$ cat config.mk
export PLATFORM = sky130hd
export DESIGN_NAME = reset_hub
export DESIGN_NICKNAME = d
export VERILOG_FILES = /design/src/rtl/reset_hub_pkg.sv /design/src/rtl/reset_hub_sync.sv /design/src/rtl/reset_hub_arb.sv /design/src/rtl/reset_hub_seq.sv /design/src/rtl/reset_hub.sv
export SDC_FILE = /design/constraint.sdc
export NUM_CORES = 1
export LEC_CHECK = 0
export CAP_MARGIN = 25
export CORE_ASPECT_RATIO = 0.9
export CORE_UTILIZATION = 62
export DETAILED_ROUTE_END_ITERATION = 10
export DONT_BUFFER_PORTS = 1
export PLACE_DENSITY_LB_ADDON = 0.1
export SYNTH_ARGS = -nofsm -noshare
export SYNTH_HDL_FRONTEND = slang
export SYNTH_HIERARCHICAL = 1
export SYNTH_SLANG_ARGS = --single-unit
$ cat constraint.sdc
create_clock -name clk_i -period 2.2 [get_ports clk_i]
set_input_delay 0.44 -clock clk_i [delete_from_list [all_inputs] [get_ports clk_i]]
set_output_delay 0.44 -clock clk_i [all_outputs]
set_load 0.01 [all_outputs]
$ cat src/rtl/reset_hub_pkg.sv
package reset_hub_pkg;
  typedef enum logic [1:0] {
    CAUSE_PIN = 2'd0,
    CAUSE_SW  = 2'd1,
    CAUSE_WDT = 2'd2,
    CAUSE_OSC = 2'd3
  } cause_e;

  typedef enum logic [1:0] {
    ST_HOLD,
    ST_VEC_LO,
    ST_VEC_HI,
    ST_RUN
  } seq_e;
endpackage

$ cat src/rtl/reset_hub_sync.sv
module reset_hub_sync #(
  parameter int   STAGES  = 2,
  parameter logic RST_VAL = 1'b1
) (
  input  logic clk_i,
  input  logic rst_ni,
  input  logic d_i,
  output logic q_o
);
  logic [STAGES-1:0] chain_q;

  always_ff @(posedge clk_i or negedge rst_ni) begin
    if (!rst_ni) chain_q <= {STAGES{RST_VAL}};
    else         chain_q <= {chain_q[STAGES-2:0], d_i};
  end

  assign q_o = chain_q[STAGES-1];
endmodule

$ cat src/rtl/reset_hub_arb.sv
module reset_hub_arb
  import reset_hub_pkg::*;
#(
  parameter int MW = 2
) (
  input  logic          clk_i,
  input  logic          rst_ni,
  input  logic          pin_act_i,
  input  logic          sw_i,
  input  logic          wdt_uf_i,
  input  logic          wdt_en_i,
  input  logic          osc_stop_i,
  input  logic          osc_mode_i,
  input  logic          mode_we_i,
  input  logic [MW-1:0] mode_d_i,
  input  logic          run_i,
  output logic          trig_o,
  output cause_e        cause_o,
  output logic [MW-1:0] pmode_o
);
  logic   osc_evt, wdt_evt;
  cause_e cause_d, cause_q;
  logic [MW-1:0] pmode_q;

  assign osc_evt = osc_stop_i & ~osc_mode_i;
  assign wdt_evt = wdt_uf_i & wdt_en_i;
  assign trig_o  = pin_act_i | osc_evt | wdt_evt | sw_i;

  always_comb begin
    if (pin_act_i)    cause_d = CAUSE_PIN;
    else if (osc_evt) cause_d = CAUSE_OSC;
    else if (wdt_evt) cause_d = CAUSE_WDT;
    else if (sw_i)    cause_d = CAUSE_SW;
    else              cause_d = cause_q;
  end

  always_ff @(posedge clk_i or negedge rst_ni) begin
    if (!rst_ni) begin
      cause_q <= CAUSE_PIN;
      pmode_q <= '0;
    end else begin
      if (trig_o) cause_q <= cause_d;
      if (pin_act_i)                           pmode_q <= '0;
      else if (mode_we_i && run_i && !trig_o)  pmode_q <= mode_d_i;
    end
  end

  assign cause_o = cause_q;
  assign pmode_o = pmode_q;

  assert_pin_clears_mode_R4: assert property (@(posedge clk_i) disable iff (!rst_ni)
    pin_act_i |=> pmode_o == '0);
  assert_keep_mode_R4: assert property (@(posedge clk_i) disable iff (!rst_ni)
    (osc_stop_i || wdt_uf_i || sw_i) && !pin_act_i && !run_i |=> $stable(pmode_o));
  assert_osc_over_wdt_R8: assert property (@(posedge clk_i) disable iff (!rst_ni)
    (osc_stop_i && !osc_mode_i && !pin_act_i) |=> cause_o == CAUSE_OSC);
  assert_wdt_gated_R2: assert property (@(posedge clk_i) disable iff (!rst_ni)
    (wdt_uf_i && !wdt_en_i && !pin_act_i && !(osc_stop_i && !osc_mode_i) && !sw_i)
      |=> $stable(cause_o));
  assert_sw_cause_R1: assert property (@(posedge clk_i) disable iff (!rst_ni)
    (sw_i && !pin_act_i && !(osc_stop_i && !osc_mode_i) && !(wdt_uf_i && wdt_en_i))
      |=> cause_o == CAUSE_SW);
endmodule

$ cat src/rtl/reset_hub_seq.sv
module reset_hub_seq
  import reset_hub_pkg::*;
#(
  parameter int            STRETCH  = 4,
  parameter int            AW       = 20,
  parameter int            DW       = 16,
  parameter logic [AW-1:0] VEC_ADDR = 20'hFFFFC
) (
  input  logic          clk_i,
  input  logic          rst_ni,
  input  logic          trig_i,
  input  logic          bus_ack_i,
  input  logic [DW-1:0] bus_rdata_i,
  output logic          bus_req_o,
  output logic [AW-1:0] bus_addr_o,
  output logic          hold_o,
  output logic          run_o,
  output logic [AW-1:0] pc_o
);
  localparam int            CW      = (STRETCH > 1) ? $clog2(STRETCH) : 1;
  localparam logic [CW-1:0] LAST    = CW'(STRETCH - 1);
  localparam int            HW      = AW - DW;
  localparam logic [AW-1:0] VEC_HI  = VEC_ADDR + AW'(2);
  localparam int            KW      = CW + 2;
  localparam logic [KW-1:0] KSAT    = KW'(STRETCH + 1);

  seq_e          st_q;
  logic [CW-1:0] cnt_q;
  logic [DW-1:0] lo_q;
  logic [AW-1:0] pc_q;

  always_ff @(posedge clk_i or negedge rst_ni) begin
    if (!rst_ni) begin
      st_q  <= ST_HOLD;
      cnt_q <= '0;
      lo_q  <= '0;
      pc_q  <= '0;
    end else if (trig_i) begin
      st_q  <= ST_HOLD;
      cnt_q <= '0;
    end else begin
      unique case (st_q)
        ST_HOLD: begin
          if (cnt_q == LAST) st_q  <= ST_VEC_LO;
          else               cnt_q <= cnt_q + 1'b1;
        end
        ST_VEC_LO: if (bus_ack_i) begin
          lo_q <= bus_rdata_i;
          st_q <= ST_VEC_HI;
        end
        ST_VEC_HI: if (bus_ack_i) begin
          pc_q <= {bus_rdata_i[HW-1:0], lo_q};
          st_q <= ST_RUN;
        end
        default: ;
      endcase
    end
  end

  assign hold_o     = (st_q == ST_HOLD);
  assign run_o      = (st_q == ST_RUN);
  assign bus_req_o  = (st_q == ST_VEC_LO) || (st_q == ST_VEC_HI);
  assign bus_addr_o = (st_q == ST_VEC_HI) ? VEC_HI : VEC_ADDR;
  assign pc_o       = pc_q;

  // checker: hold cycles since the last trigger cycle
  logic [KW-1:0] hold_cnt_q;
  always_ff @(posedge clk_i or negedge rst_ni) begin
    if (!rst_ni)                         hold_cnt_q <= KW'(1);
    else if (trig_i)                     hold_cnt_q <= KW'(1);
    else if (hold_o && hold_cnt_q != KSAT) hold_cnt_q <= hold_cnt_q + 1'b1;
  end

  assert_stretch_R7: assert property (@(posedge clk_i) disable iff (!rst_ni)
    $fell(hold_o) |-> hold_cnt_q >= KSAT);
  assert_en_after_reads_R10: assert property (@(posedge clk_i) disable iff (!rst_ni)
    $rose(run_o) |-> $past(bus_req_o && bus_ack_i && bus_addr_o == VEC_HI));
endmodule

$ cat src/rtl/reset_hub.sv
module reset_hub
  import reset_hub_pkg::*;
#(
  parameter int            STRETCH  = 4,
  parameter int            AW       = 20,
  parameter int            DW       = 16,
  parameter int            MW       = 2,
  parameter int            SYNC     = 2,
  parameter logic [AW-1:0] VEC_ADDR = 20'hFFFFC
) (
  input  logic          clk_i,
  input  logic          rst_ni,
  input  logic          pin_rst_ni,
  input  logic          sw_rst_i,
  input  logic          wdt_uf_i,
  input  logic          wdt_rst_en_i,
  input  logic          osc_stop_i,
  input  logic          osc_mode_i,
  input  logic          mode_we_i,
  input  logic [MW-1:0] mode_d_i,
  input  logic          bus_ack_i,
  input  logic [DW-1:0] bus_rdata_i,
  output logic          bus_req_o,
  output logic [AW-1:0] bus_addr_o,
  output logic          sys_rst_o,
  output logic          prot_rst_o,
  output logic          cpu_en_o,
  output logic [AW-1:0] pc_o,
  output logic [1:0]    cause_o,
  output logic [MW-1:0] pmode_o
);
  logic   pin_s_n, trig, hold, run;
  cause_e cause;

  reset_hub_sync #(.STAGES(SYNC), .RST_VAL(1'b1)) u_pin_sync (
    .clk_i (clk_i),
    .rst_ni(rst_ni),
    .d_i   (pin_rst_ni),
    .q_o   (pin_s_n)
  );

  reset_hub_arb #(.MW(MW)) u_arb (
    .clk_i     (clk_i),
    .rst_ni    (rst_ni),
    .pin_act_i (~pin_s_n),
    .sw_i      (sw_rst_i),
    .wdt_uf_i  (wdt_uf_i),
    .wdt_en_i  (wdt_rst_en_i),
    .osc_stop_i(osc_stop_i),
    .osc_mode_i(osc_mode_i),
    .mode_we_i (mode_we_i),
    .mode_d_i  (mode_d_i),
    .run_i     (run),
    .trig_o    (trig),
    .cause_o   (cause),
    .pmode_o   (pmode_o)
  );

  reset_hub_seq #(.STRETCH(STRETCH), .AW(AW), .DW(DW), .VEC_ADDR(VEC_ADDR)) u_seq (
    .clk_i      (clk_i),
    .rst_ni     (rst_ni),
    .trig_i     (trig),
    .bus_ack_i  (bus_ack_i),
    .bus_rdata_i(bus_rdata_i),
    .bus_req_o  (bus_req_o),
    .bus_addr_o (bus_addr_o),
    .hold_o     (hold),
    .run_o      (run),
    .pc_o       (pc_o)
  );

  assign sys_rst_o  = hold;
  assign prot_rst_o = hold && (cause == CAUSE_PIN);
  assign cpu_en_o   = run;
  assign cause_o    = cause;

  assert_osc_holds_R3: assert property (@(posedge clk_i) disable iff (!rst_ni)
    (osc_stop_i && !osc_mode_i) |=> sys_rst_o && !cpu_en_o);
endmodule

Word level (Yosys, flattened, before mapping) --
Index checks and enable logic that the tools add are counted.
Operators by class: $add $sub $neg 1, equality and inequality tests 10, mux-type cells 15, bitwise gates (word level) 8, reduce and logical (&&, ||, !) cells 14
Operator list (number):
- two-way mux 2 bit | 14
- == test 2 bit (second input constant) | 3
- inequality test 3 bit (second input constant) | 2
- case mux 2 bit (3 select lines) | 1
- AND reduction 3 bit | 2
- zero test 2 bit | 2
- inequality test 4 x 2 -> 1 bit (second input constant) | 1
- AND reduction 2 bit | 2
- AND reduction 4 bit | 1
- nonzero test 4 bit | 1
- logical AND 1 bit | 3
- inequality test 3 x 1 -> 1 bit (second input constant) | 1
- inverter 1 bit | 3
- OR 1 bit | 3
- adder 2 x 1 -> 2 bit (second input constant) | 1
- AND 1 bit | 2
- == test 2 x 1 -> 1 bit (second input constant) | 1
- inequality test 2 x 1 -> 1 bit (second input constant) | 1
- inequality test 2 bit (second input constant) | 1
- nonzero test 2 bit | 1
- zero test 1 bit | 1
- logical OR 1 bit | 1
Storage, ports and cells: register bits after elaboration 46

Longest topological paths before layout --
depth in word-level cells 9, gate-level depth with buffers 7, mapped depth without buffers 6

Hierarchy --
Netlist, hierarchy kept.
Modules (own cells, without submodules):
- reset_hub_seq | instances 1, cells each 125, area each 1911.8 um^2
- reset_hub_arb | instances 1, cells each 20, area each 203.9 um^2
- reset_hub_sync | instances 1, cells each 2, area each 52.6 um^2
- reset_hub | instances 1, cells each 2, area each 16.3 um^2

Least setup slack after synthesis --
OpenSTA, ideal clock, no wires.
path kind input-to-reg, start point input osc_mode_i, end point register u_seq.lo_q[10], library setup time 0.125 ns, arrival time 1.583 ns, data required time 2.075 ns, setup slack 0.492 ns, stages 7, cells stage by stage nand2b_1 and2_1 nand2_1 nor2b_4 nand2_4 buf_12 mux2_4
On the way: cells in the longest elaborated chain, start to end 7
RTL lines:
- start: declaration | line reset_hub.sv:18 | input logic osc_mode_i,
- inverter 1 bit | line reset_hub_arb.sv:25 | assign osc_evt = osc_stop_i & ~osc_mode_i;
- AND 1 bit | line reset_hub_arb.sv:25
- OR 1 bit (3 in series) | line reset_hub_arb.sv:27 | assign trig_o = pin_act_i | osc_evt | wdt_evt | sw_i;
- net trig | line reset_hub.sv:32 | logic pin_s_n, trig, hold, run;
- inverter 1 bit (no line)
- AND reduction 3 bit (no line)
- end signal: assignment | line reset_hub_seq.sv:48 | lo_q <= bus_rdata_i;
- end: declaration | line reset_hub_seq.sv:29 | logic [DW-1:0] lo_q;
The timed path passes the listed nets, and every way through them passes these cells. A chain may end at the register's enable or synchronous reset.

Final worst setup path --
start point register u_seq.st_q[1], end point output prot_rst_o
On the way: cells in the longest elaborated chain, start to end 2
RTL lines:
- start: declaration | line reset_hub_seq.sv:27 | seq_e st_q;
- start signal: assignment | line reset_hub_seq.sv:34 | st_q <= ST_HOLD;
- start signal: assignment | line reset_hub_seq.sv:39 | st_q <= ST_HOLD;
- start signal: assignment | line reset_hub_seq.sv:44 | if (cnt_q == LAST) st_q <= ST_VEC_LO;
- zero test 2 bit | line reset_hub_seq.sv:60 | assign hold_o = (st_q == ST_HOLD);
- net sys_rst_o | line reset_hub.sv:25 | output logic sys_rst_o,
- logical AND 1 bit | line reset_hub.sv:73 | assign prot_rst_o = hold && (cause == CAUSE_PIN);
- end: declaration | line reset_hub.sv:26 | output logic prot_rst_o,
The timed path passes the listed nets, and every way through them passes these cells.

==> impl_metrics.toml <==
[run_status]
status = "completed"

[power_and_ir_drop]
cellPowerDensity_nw_per_um2 = 637
p_int_mw = 1.12
p_comb_share_pct = 4.2
p_clk_share_pct = 36.0
pwr-share-seq_pct = 59.8
max-vdd-ir-drop_mv = 0.538
power_switching_mw = 0.313
sw_frac_of_total_pct = 21.8
p_leak_nw = 1.22
power.total_mw = 1.44

[clocking]
cts_setup_buffers = 0
worstSkewPairLatency_ns = 0.29
cts_resized = 0
root_buffer = "clkbuf_8"
cts_made_buffers = 5
htreeDepth = 2
cts_tree = "done"
clk_pin_slew_ns = 0.08
cts_sinks = 46
cts_buffer_depth = 2
cts-hold-fix-buffers = 2

[timing]
finalCritPeriodShare_pct = 85.6
setup_ws_ns = 0.317
maxSlewViolCount = 0
setup-violations-final = 0
rsz0062_at_grt = "false"
period_needed_ns = 1.88
timing.fmax_mhz = 531
finalClockSkew_ns = 0.00579
hold_viol = 0
tns_ns = 0

[detailed_routing]
num_vias = 1078
dr.pass1.iters = 4
wirelength_um = 3510
detail_route.wl_per_cell_um = 17.6
drcViolationCount = 0
ant_nets = 0
drt-initial-drc-count = 43
via_per_inst = 5.42

[cells_and_area]
insertedDiodeCount = 0
area_delta_synth_final_pct = 3.21
fin_nets = 187
finalInstanceArea_um2 = 2250
final_cell_mix = "44 x dfrtp_1, 30 x mux2_4, 19 x conb_1"
layout_commonest_cell = "dfrtp_1"
drive_gt1_share_pct = 34.8

[grt]
antenna_found_initial = 0
grt_max_degree = 47
busiest_layer = "met2"
met2_usage_pct = 36.4
grt_pass1_wl_um = 5640
use_met1_pct = 23.1
gr-total-overflow = 0
met3_usage_pct = 6.40
grt_pass1_vias = 1171
grt_usage_pct = 20.7

[hold_path]
hp-start = "pin_rst_ni"
hold_path.class = "in -> reg"

[place]
placed_area_um2 = 2130
pre_cts_ws_ns = 0.214
gp_congestion = 0.700
hpwl_um = 2410
io_buffers = 0

[synthesis]
ys_ff_latch = 46
ys_warn_count = 6
synth_area_leaders = "dfrtp_1 50%, mux2_4 21%, buf_4 6.5%, mux2_2 3.1%, ha_1 2.9%"
netlist_instances = 149
synth-seq-area-share_pct = 52.8
syn_area_per_cell_um2 = 14.7
synth_edf_count = 0
netlist_area_um2 = 2180
yosys_most_used_dff = "dfrtp_1"
synth_top_area_cell = "dfrtp_1"
yosys.area.top_type_share_pct = 50.4
synthDistinctLibCells = 29
async_flop_share_pct = 100

[run]
drv_cap = 0

[die]
initial_utilization_pct = 64.7
dieWidth_um = 64.6
design.die.area_um2 = 3770
fp.dieH_um = 58.3
coreArea_um2 = 3380
row_count = 20
ios = 76

[critical_path]
startpoint = "u_seq/st_q[1]"
cp_max_fo = 5
crit_required_ns = 1.76
cp.arrival_ns = 1.44
r2r_slack_ns = 0.35
critPathKind = "reg -> out"
endpoint_kind = "primary output"
setup.worst_path.start_class = "flop"
regToRegStartpoint = "u_pin_sync/chain_q[1]"
-- metal layers --
layer,up-vias,wire [µm]
li1,479,-
met1,542,1370
met2,52,1830
met3,5,245
met4,0,57
met5,-,0
-- worst max-delay path, stage by stage (launching register included) --
cell     delay [ns]
dfrtp_1        0.43
inv_1          0.12
ha_1           0.31
nor3b_2        0.29
-- final cells by class --
type                    instances  area, µm²
well taps                      44       55.1
clock inverters                 1       5.00
clock buffers                   7       86.3
repair buffers                  3       45.0
fillers                       251       1120
inverters                       5       18.8
flip-flops and latches         46       1150
multi-input cells              93        891
-- Yosys cell counts (2+ instances only) --
| cell | instances |
|---|---|
| dfstp_2 | 2 |
| o21ai_0 | 2 |
| dfrtp_1 | 44 |
| nor2_1 | 2 |
| mux2_2 | 6 |
| ha_1 | 5 |
| inv_1 | 5 |
| a311oi_1 | 2 |
| a31o_1 | 2 |
| buf_6 | 2 |
| nand2b_1 | 5 |
| mux2_4 | 30 |
| nand2_1 | 3 |
| mux2i_1 | 2 |
| conb_1 | 2 |
| a21oi_1 | 4 |
| buf_4 | 19 |
-- per-stage QoR --
stage / hold WS [ns] / util (%) / std cells
finish: 0.142 / 66.7 / 199
global route: 0.121 / 66.7 / 199
CTS: 0.128 / 66.7 / 199
detailed placement: 0.145 / 62.9 / 189
global placement: 0.145 / 62.9 / 189
floorplan: 0.144 / - / 166
-- power groups by stage --
| stage | combinational (mW) | sequential, mW | clock, mW |
|---|---|---|---|
| floorplan | 0.0583 | 0.874 | 0 |
| global placement | 0.0349 | 0.875 | 0 |
| detailed placement | 0.0359 | 0.875 | 0 |
| CTS | 0.0605 | 0.858 | 0.541 |
| global route | 0.0688 | 0.859 | 0.569 |
| finish | 0.0597 | 0.858 | 0.517 |
-- flip-flops by register name, summed over array words and instances (netlist names) --
signal              cells
u_seq/pc_o             20
u_seq/cnt_q             2
u_pin_sync/chain_q      2
u_seq/lo_q             16
u_arb/cause_o           2
u_arb/pmode_o           2
u_seq/st_q              2
-- logic make-up (layout without fill, tap and decap cells) --
family | after synthesis | in the layout | share of synthesized area [%]
AOI/OAI and AO/OA | 13 | 13 | 4.12
adders and majority gates | 5 | 5 | 2.86
buffers and inverters | 27 | 16 | 9.34
DFF | 46 | 46 | 52.8
muxes | 38 | 38 | 24.6
other | 2 | 19 | 0.344
and+or+nand+nor | 18 | 18 | 5.90
-- path summary, 6_finish.rpt --
kind	endpoint	depth (start not counted)
max	prot_rst_o	3
min in group asynchronous	u_seq/pc_o[13]	2
min	u_pin_sync/chain_q[0]	0
max in group asynchronous	u_pin_sync/chain_q[1]	2
max reg2reg	u_seq/pc_o[2]	7
min reg2reg	u_pin_sync/chain_q[1]	0
No activity file was read; power rests on OpenSTA's default activity.
